<file path="src/rtl/pwdog_pkg.sv">
package pwdog_pkg;
  localparam int DATA_W = 8;
  localparam int ADDR_W = 2;

  localparam logic [ADDR_W-1:0] ADR_CTRL = 2'd0;
  localparam logic [ADDR_W-1:0] ADR_TMO  = 2'd1;
  localparam logic [ADDR_W-1:0] ADR_STAT = 2'd2;

  // control register bit positions
  localparam int CB_UNIT60 = 3;
  localparam int CB_P20EN  = 2;
  localparam int CB_ROUTE  = 1;

  // status register bit positions
  localparam int SB_MOUSE = 7;
  localparam int SB_KBD   = 6;
  localparam int SB_FORCE = 5;
  localparam int SB_FIRED = 4;

  localparam int LONG_UNIT_SECS = 60;

  typedef struct packed {
    logic mouse_en;
    logic kbd_en;
    logic [3:0] irq_sel;
  } stat_cfg_t;
endpackage

</file>
<file path="src/rtl/pwdog_regs.sv">
module pwdog_regs
  import pwdog_pkg::*;
(
  input  logic              clk,
  input  logic              rst,
  input  logic              bus_wr,
  input  logic              bus_rd,
  input  logic [ADDR_W-1:0] bus_addr,
  input  logic [DATA_W-1:0] bus_wdata,
  input  logic [DATA_W-1:0] cur_count,
  input  logic              fired,
  output logic [DATA_W-1:0] ctrl_q,
  output stat_cfg_t         scfg,
  output logic [DATA_W-1:0] tmo_last,
  output logic              tmo_wr,
  output logic              force_req,
  output logic              fired_clr,
  output logic [DATA_W-1:0] rdata
);
  logic stat_wr;

  assign tmo_wr    = bus_wr && (bus_addr == ADR_TMO);
  assign stat_wr   = bus_wr && (bus_addr == ADR_STAT);
  assign force_req = stat_wr && bus_wdata[SB_FORCE];
  assign fired_clr = stat_wr && !bus_wdata[SB_FIRED];

  always_ff @(posedge clk) begin
    if (rst) begin
      ctrl_q   <= '0;
      scfg     <= '0;
      tmo_last <= '0;
    end else if (bus_wr) begin
      case (bus_addr)
        ADR_CTRL: ctrl_q <= bus_wdata;
        ADR_TMO:  tmo_last <= bus_wdata;
        ADR_STAT: begin
          scfg.mouse_en <= bus_wdata[SB_MOUSE];
          scfg.kbd_en   <= bus_wdata[SB_KBD];
          scfg.irq_sel  <= bus_wdata[3:0];
        end
        default: ;
      endcase
    end
  end

  always_ff @(posedge clk) begin
    if (rst) begin
      rdata <= '0;
    end else if (bus_rd) begin
      case (bus_addr)
        ADR_CTRL: rdata <= ctrl_q;
        ADR_TMO:  rdata <= cur_count;
        ADR_STAT: rdata <= {scfg.mouse_en, scfg.kbd_en, 1'b0, fired, scfg.irq_sel};
        default:  rdata <= '0;
      endcase
    end
  end
endmodule

</file>
<file path="src/rtl/pwdog_prescale.sv">
module pwdog_prescale #(
  parameter int CLKS_PER_SEC = 125_000_000,
  parameter int LONG_SECS    = 60
) (
  input  logic clk,
  input  logic rst,
  input  logic restart,
  input  logic run,
  input  logic unit60,
  output logic unit_tick
);
  localparam int SW = (CLKS_PER_SEC > 1) ? $clog2(CLKS_PER_SEC) : 1;
  localparam int MW = (LONG_SECS > 1) ? $clog2(LONG_SECS) : 1;

  logic [SW-1:0] sec_cnt;
  logic [MW-1:0] min_cnt;
  logic          sec_wrap;

  assign sec_wrap  = run && (sec_cnt == SW'(CLKS_PER_SEC - 1));
  assign unit_tick = sec_wrap && (!unit60 || (min_cnt == MW'(LONG_SECS - 1)));

  always_ff @(posedge clk) begin
    if (rst || restart || !run) begin
      sec_cnt <= '0;
      min_cnt <= '0;
    end else if (sec_wrap) begin
      sec_cnt <= '0;
      min_cnt <= unit_tick ? '0 : min_cnt + 1'b1;
    end else begin
      sec_cnt <= sec_cnt + 1'b1;
    end
  end
endmodule

</file>
<file path="src/rtl/pwdog_core.sv">
module pwdog_core #(
  parameter int DW = 8
) (
  input  logic          clk,
  input  logic          rst,
  input  logic          tmo_wr,
  input  logic [DW-1:0] tmo_val,
  input  logic [DW-1:0] tmo_last,
  input  logic          reload_req,
  input  logic          unit_tick,
  input  logic          force_req,
  input  logic          p20_fire,
  input  logic          fired_clr,
  output logic [DW-1:0] count,
  output logic          armed,
  output logic          restart,
  output logic          fire_now,
  output logic          fired,
  output logic          fire_evt
);
  logic reload_hit;
  logic expire;

  assign armed      = (count != '0);
  assign reload_hit = armed && reload_req;
  assign restart    = tmo_wr || reload_hit;
  assign expire     = unit_tick && (count == DW'(1));
  assign fire_now   = !fired && (force_req || p20_fire || expire);

  always_ff @(posedge clk) begin
    if (rst) begin
      count <= '0;
    end else if (fire_now) begin
      count <= '0;
    end else if (tmo_wr) begin
      count <= tmo_val;
    end else if (reload_hit) begin
      count <= tmo_last;
    end else if (unit_tick && armed) begin
      count <= count - 1'b1;
    end
  end

  always_ff @(posedge clk) begin
    if (rst) begin
      fired    <= 1'b0;
      fire_evt <= 1'b0;
    end else begin
      fire_evt <= fire_now;
      if (fire_now)       fired <= 1'b1;
      else if (fired_clr) fired <= 1'b0;
    end
  end
endmodule

</file>
<file path="src/rtl/pwdog_pulse.sv">
module pwdog_pulse #(
  parameter int PULSE_CYCLES = 16
) (
  input  logic clk,
  input  logic rst,
  input  logic trigger,
  output logic pin_n
);
  localparam int PW = $clog2(PULSE_CYCLES + 1);

  logic [PW-1:0] left;

  always_ff @(posedge clk) begin
    if (rst) begin
      left  <= '0;
      pin_n <= 1'b1;
    end else if (trigger) begin
      left  <= PW'(PULSE_CYCLES - 1);
      pin_n <= 1'b0;
    end else if (left != '0) begin
      left <= left - 1'b1;
    end else begin
      pin_n <= 1'b1;
    end
  end
endmodule

</file>
<file path="src/rtl/pwdog_top.sv">
module pwdog_top
  import pwdog_pkg::*;
#(
  parameter int CLKS_PER_SEC = 125_000_000,
  parameter int PULSE_CYCLES = 16
) (
  input  logic        clk,
  input  logic        rst,
  input  logic        bus_wr,
  input  logic        bus_rd,
  input  logic [1:0]  bus_addr,
  input  logic [7:0]  bus_wdata,
  output logic [7:0]  bus_rdata,
  input  logic        mouse_irq,
  input  logic        kbd_irq,
  input  logic        kbc_p20,
  output logic        wdt_fire,
  output logic        kbd_rst_n,
  output logic [3:0]  irq_code
);
  logic [DATA_W-1:0] ctrl_q;
  stat_cfg_t         scfg;
  logic [DATA_W-1:0] tmo_last;
  logic [DATA_W-1:0] count;
  logic              tmo_wr, force_req, fired_clr;
  logic              armed, restart, fire_now, fired;
  logic              unit_tick, reload_req, p20_fire, route_en;

  assign route_en   = ctrl_q[CB_ROUTE];
  assign p20_fire   = ctrl_q[CB_P20EN] && kbc_p20;
  assign reload_req = (scfg.mouse_en && mouse_irq) || (scfg.kbd_en && kbd_irq);
  assign irq_code   = scfg.irq_sel;

  pwdog_regs u_regs (
    .clk(clk), .rst(rst), .bus_wr(bus_wr), .bus_rd(bus_rd),
    .bus_addr(bus_addr), .bus_wdata(bus_wdata), .cur_count(count),
    .fired(fired), .ctrl_q(ctrl_q), .scfg(scfg), .tmo_last(tmo_last),
    .tmo_wr(tmo_wr), .force_req(force_req), .fired_clr(fired_clr),
    .rdata(bus_rdata)
  );

  pwdog_prescale #(.CLKS_PER_SEC(CLKS_PER_SEC), .LONG_SECS(LONG_UNIT_SECS)) u_pre (
    .clk(clk), .rst(rst), .restart(restart), .run(armed),
    .unit60(ctrl_q[CB_UNIT60]), .unit_tick(unit_tick)
  );

  pwdog_core #(.DW(DATA_W)) u_core (
    .clk(clk), .rst(rst), .tmo_wr(tmo_wr), .tmo_val(bus_wdata),
    .tmo_last(tmo_last), .reload_req(reload_req), .unit_tick(unit_tick),
    .force_req(force_req), .p20_fire(p20_fire), .fired_clr(fired_clr),
    .count(count), .armed(armed), .restart(restart), .fire_now(fire_now),
    .fired(fired), .fire_evt(wdt_fire)
  );

  pwdog_pulse #(.PULSE_CYCLES(PULSE_CYCLES)) u_pulse (
    .clk(clk), .rst(rst), .trigger(fire_now && route_en), .pin_n(kbd_rst_n)
  );
endmodule

</file>
<file path="config.mk">
export PLATFORM = sky130hd
export DESIGN_NAME = pwdog_top
export DESIGN_NICKNAME = d
export VERILOG_FILES = /design/src/rtl/pwdog_pkg.sv /design/src/rtl/pwdog_regs.sv /design/src/rtl/pwdog_prescale.sv /design/src/rtl/pwdog_core.sv /design/src/rtl/pwdog_pulse.sv /design/src/rtl/pwdog_top.sv
export SDC_FILE = /design/constraint.sdc
export NUM_CORES = 1
export LEC_CHECK = 0
export BUFFER_PORTS_ARGS = -buffer_cell sky130_fd_sc_hd__buf_2
export CAP_MARGIN = 25
export CORE_UTILIZATION = 55
export DETAILED_ROUTE_END_ITERATION = 12
export PLACE_DENSITY = 0.74
export REMOVE_ABC_BUFFERS = 1
export SYNTH_ARGS = -nofsm -noshare
export SYNTH_HDL_FRONTEND = slang
export SYNTH_SLANG_ARGS = --single-unit
</file>
<file path="constraint.sdc">
create_clock -name clk -period 4.7 [get_ports clk]
set_input_delay 0.94 -clock clk [delete_from_list [all_inputs] [get_ports clk]]
set_output_delay 0.94 -clock clk [all_outputs]
set_load 0.005 [all_outputs]
</file>
==> flow_summary.json <==
{
  "sw_frac_of_total_pct": 26.6,
  "synth.yosys.warnings": 0,
  "cts_resized": 0,
  "antenna_left": 0,
  "syn2layout_area_growth_pct": 8.90,
  "htree_levels": 3,
  "num_rows": 29,
  "holdCritPathClass": "reg -> reg",
  "syn_avg_cell_area_um2": 8.54,
  "critPathLaunch": "bus_addr[1]",
  "combPwrFrac_pct": 15.8,
  "antenna_found_initial": 0,
  "core_um2": 6530,
  "rsz0062_at_grt": "no",
  "worst-setup-path-type": "in -> reg",
  "critPathMaxFanout": 26,
  "finalHoldViolations": 0,
  "cp-end-kind": "flip-flop",
  "first_pass_iters": 4,
  "p_int_uw": 1090,
  "worst_setup_path_start_kind": "primary input",
  "drt_first_iter_violations": 129,
  "wl_um": 8100,
  "io_pins": 31,
  "clk_pin_slew_ns": 0.07,
  "cp.required_ns": 4.90,
  "period_minus_slack_ns": 2.66,
  "fin_cells": 545,
  "seq_power_share_pct": 49.3,
  "die_area_um2": 7260,
  "synth_edf_count": 0,
  "seq_area_um2": 1580,
  "diodes": 0,
  "cts_tree": "done",
  "synthCells": 446,
  "die_width_um": 85.2,
  "clock-sinks": 79,
  "rr_worst_depth": 7,
  "timing.reg2reg.setup_slack_ns": 2.07,
  "grt_pass1_wl_um": 13600,
  "grt_pass1_vias": 2869,
  "cts_buffer_depth": 2,
  "gr-total-overflow": 0,
  "fin_crit_sh_pct": 56.5,
  "max_slew_margin_pct": 41.0,
  "multiInputGateArea_um2": 2060,
  "worstMarginPinSlew_ns": 0.882,
  "synth_area_um2": 3810,
  "finalMaxSlewViolations": 0,
  "numCtsBuffers": 9,
  "grt_max_degree": 41,
  "synthDistinctLibCells": 54,
  "clock_power_share_pct": 34.8,
  "status": "complete, no violations",
  "vdd_drop_max_uv": 197,
  "powerDensity_nw_per_um2": 358,
  "r2r-end": "u_pre.sec_cnt[3]",
  "maxCapViolations": 0,
  "ys_async_sr_fraction_pct": 0,
  "nets": 486,
  "detailed_place_hpwl_um": 5670,
  "cts.hold.buffers_added": 0,
  "cp.arrival_ns": 2.86,
  "r2r-start": "u_core.count[0]",
  "start_util_pct": 58.3,
  "io_buffers": 30,
  "drc": 0,
  "yosysSeqAreaShare_pct": 41.5,
  "post-cts-setup-buffer-count": 0,
  "finalSetupTns_ns": 0,
  "routed_via_density": 5.81,
  "finalSetupViolCount": 0,
  "skew_ns": 0.00368,
  "layout-drive-gt1-share_pct": 11.5,
  "gp_congestion": 0.809,
  "dp_cells": 529,
  "p_leak_uw": 0.00154,
  "power.switching_uw": 396,
  "grt_usage_pct": 23.6,
  "synth-seq-cells": 79,
  "vias": 3167,
  "ys.flop_type": "dfxtp_1",
  "clockRootBuffer": "clkbuf_8",
  "cp-endpoint": "u_pre.sec_cnt[3]",
  "die_h_um": 85.2,
  "clock.fmax_mhz": 377,
  "avgRoutedWirePerCell_um": 14.9,
  "fill_cells": 572,
  "insertion_delay_ns": 0.35
}
==> critical path, cell delays in order <==
cell      delay (ns)
buf_2           0.19
nand3b_1        0.55
and4b_1         0.42
nand2_1         0.61
nor2_1          0.12
==> cells in the mapped netlist, types with 2 or more instances <==
cell / n / share of area, %
a211oi_1: 13 / 2.6
a21oi_1: 27 / 3.5
a311oi_1: 3 / 0.69
and2_1: 6 / 0.99
and3_1: 5 / 0.82
and4_1: 5 / 1.1
and4b_1: 4 / 1.1
buf_1: 4 / 0.39
buf_2: 6 / 0.79
buf_4: 4 / 0.79
clkbuf_1: 10 / 0.99
dfxtp_1: 79 / 42
ha_1: 6 / 2.0
inv_1: 11 / 1.1
mux2i_1: 25 / 6.6
nand2_1: 36 / 3.5
nand3_1: 13 / 1.7
nand3b_1: 4 / 0.79
nand4_1: 11 / 1.8
nor2_1: 73 / 7.2
nor2b_1: 2 / 0.33
nor3_1: 12 / 1.6
nor3b_1: 2 / 0.39
nor4_1: 6 / 0.99
nor4b_1: 3 / 0.69
o211ai_1: 2 / 0.39
o21ai_0: 12 / 1.6
o31a_1: 2 / 0.46
or3_1: 7 / 1.1
xnor2_1: 19 / 4.4
xor2_1: 11 / 2.5
==> worst min path at each step <==
stage                       start                 end  slack [ns]  cells past startpoint
2_1_floorplan  u_regs.tmo_last[0]  u_regs.tmo_last[0]        0.43                      2
3_3_place_gp   u_regs.tmo_last[1]  u_regs.tmo_last[1]        0.44                      2
3_5_place_dp   u_regs.tmo_last[0]  u_regs.tmo_last[0]        0.45                      2
4_1_cts        u_regs.tmo_last[0]  u_regs.tmo_last[0]        0.46                      2
5_1_grt        u_regs.tmo_last[0]  u_regs.tmo_last[0]        0.48                      2
6_report       u_regs.tmo_last[5]  u_regs.tmo_last[5]        0.46                      2
==> layout make-up <==
| type | count | share of cell area (%) |
|---|---|---|
| timing repair buffer | 31 | 3.80 |
| clock inverter | 3 | 0.965 |
| sequential | 79 | 38.1 |
| inverter | 11 | 0.995 |
| clock buffer | 13 | 4.07 |
| tap | 77 | 2.32 |
| multi-input combinational | 331 | 49.7 |
==> flip-flops by register name (all words and copies together), names as in the netlist <==
register,cells
u_core.count,8
u_core.fire_evt,1
u_core.fired,1
u_pre.min_cnt,6
u_pre.sec_cnt,27
u_pulse.left,5
u_pulse.pin_n,1
u_regs.ctrl_q,8
u_regs.rdata,8
u_regs.scfg,6
u_regs.tmo_last,8
==> cells by family after synthesis <==
family | share of synthesized area [%]
AND/OR/NAND/NOR | 26.2
AO/OA/AOI/OAI | 12.2
multiplexers | 6.87
flip-flops | 41.5
buffers and inverters | 4.34
XOR/XNOR | 6.90
adder cells (fa/ha/maj) | 1.97
==> layer usage <==
metal  part of all wire, %  vias to the layer above  global-route usage [%]
li1                      -                     1607                       -
met1                    50                     1476                    33.5
met2                    44                       77                    36.0
met3                   5.6                        7                    3.89
met4                  0.94                        0                    9.09
met5                     0                        -                       0
==> power groups by stage <==
stage / sequential [uW] / combinational, uW / clock, uW
6_report: 733 / 236 / 518
5_1_grt: 737 / 265 / 557
4_1_cts: 732 / 237 / 530
3_5_place_dp: 748 / 234 / 0
3_3_place_gp: 747 / 228 / 0
2_1_floorplan: 740 / 174 / 0
==> cell usage in the layout, fill, tap and decap left out, types with 3 or more instances in the layout <==
master	instances
dfxtp_1	79
nor2_1	73
nand2_1	36
buf_2	30
a21oi_1	27
mux2i_1	25
xnor2_1	19
nand3_1	13
a211oi_1	13
o21ai_0	12
nor3_1	12
clkbuf_8	12
inv_1	11
nand4_1	11
xor2_1	11
or3_1	7
and2_1	6
nor4_1	6
ha_1	6
and3_1	5
and4_1	5
nand3b_1	4
and4b_1	4
nor4b_1	3
a311oi_1	3
==> metrics by stage <==
stage               hold slack, ns  worst slack (ns)  total power [uW]  area, um2  util [%]
floorplan                    0.427              2.42               914       3680         -
global placement             0.441              1.71               975       3940      60.3
detailed placement           0.450              1.64               983       3940      60.3
CTS                          0.460              2.00              1500       4150      63.5
global route                 0.484              1.74              1560       4150      63.5
finish                       0.459              2.04              1490       4150      63.5
Power figures use the tool's default switching activity.
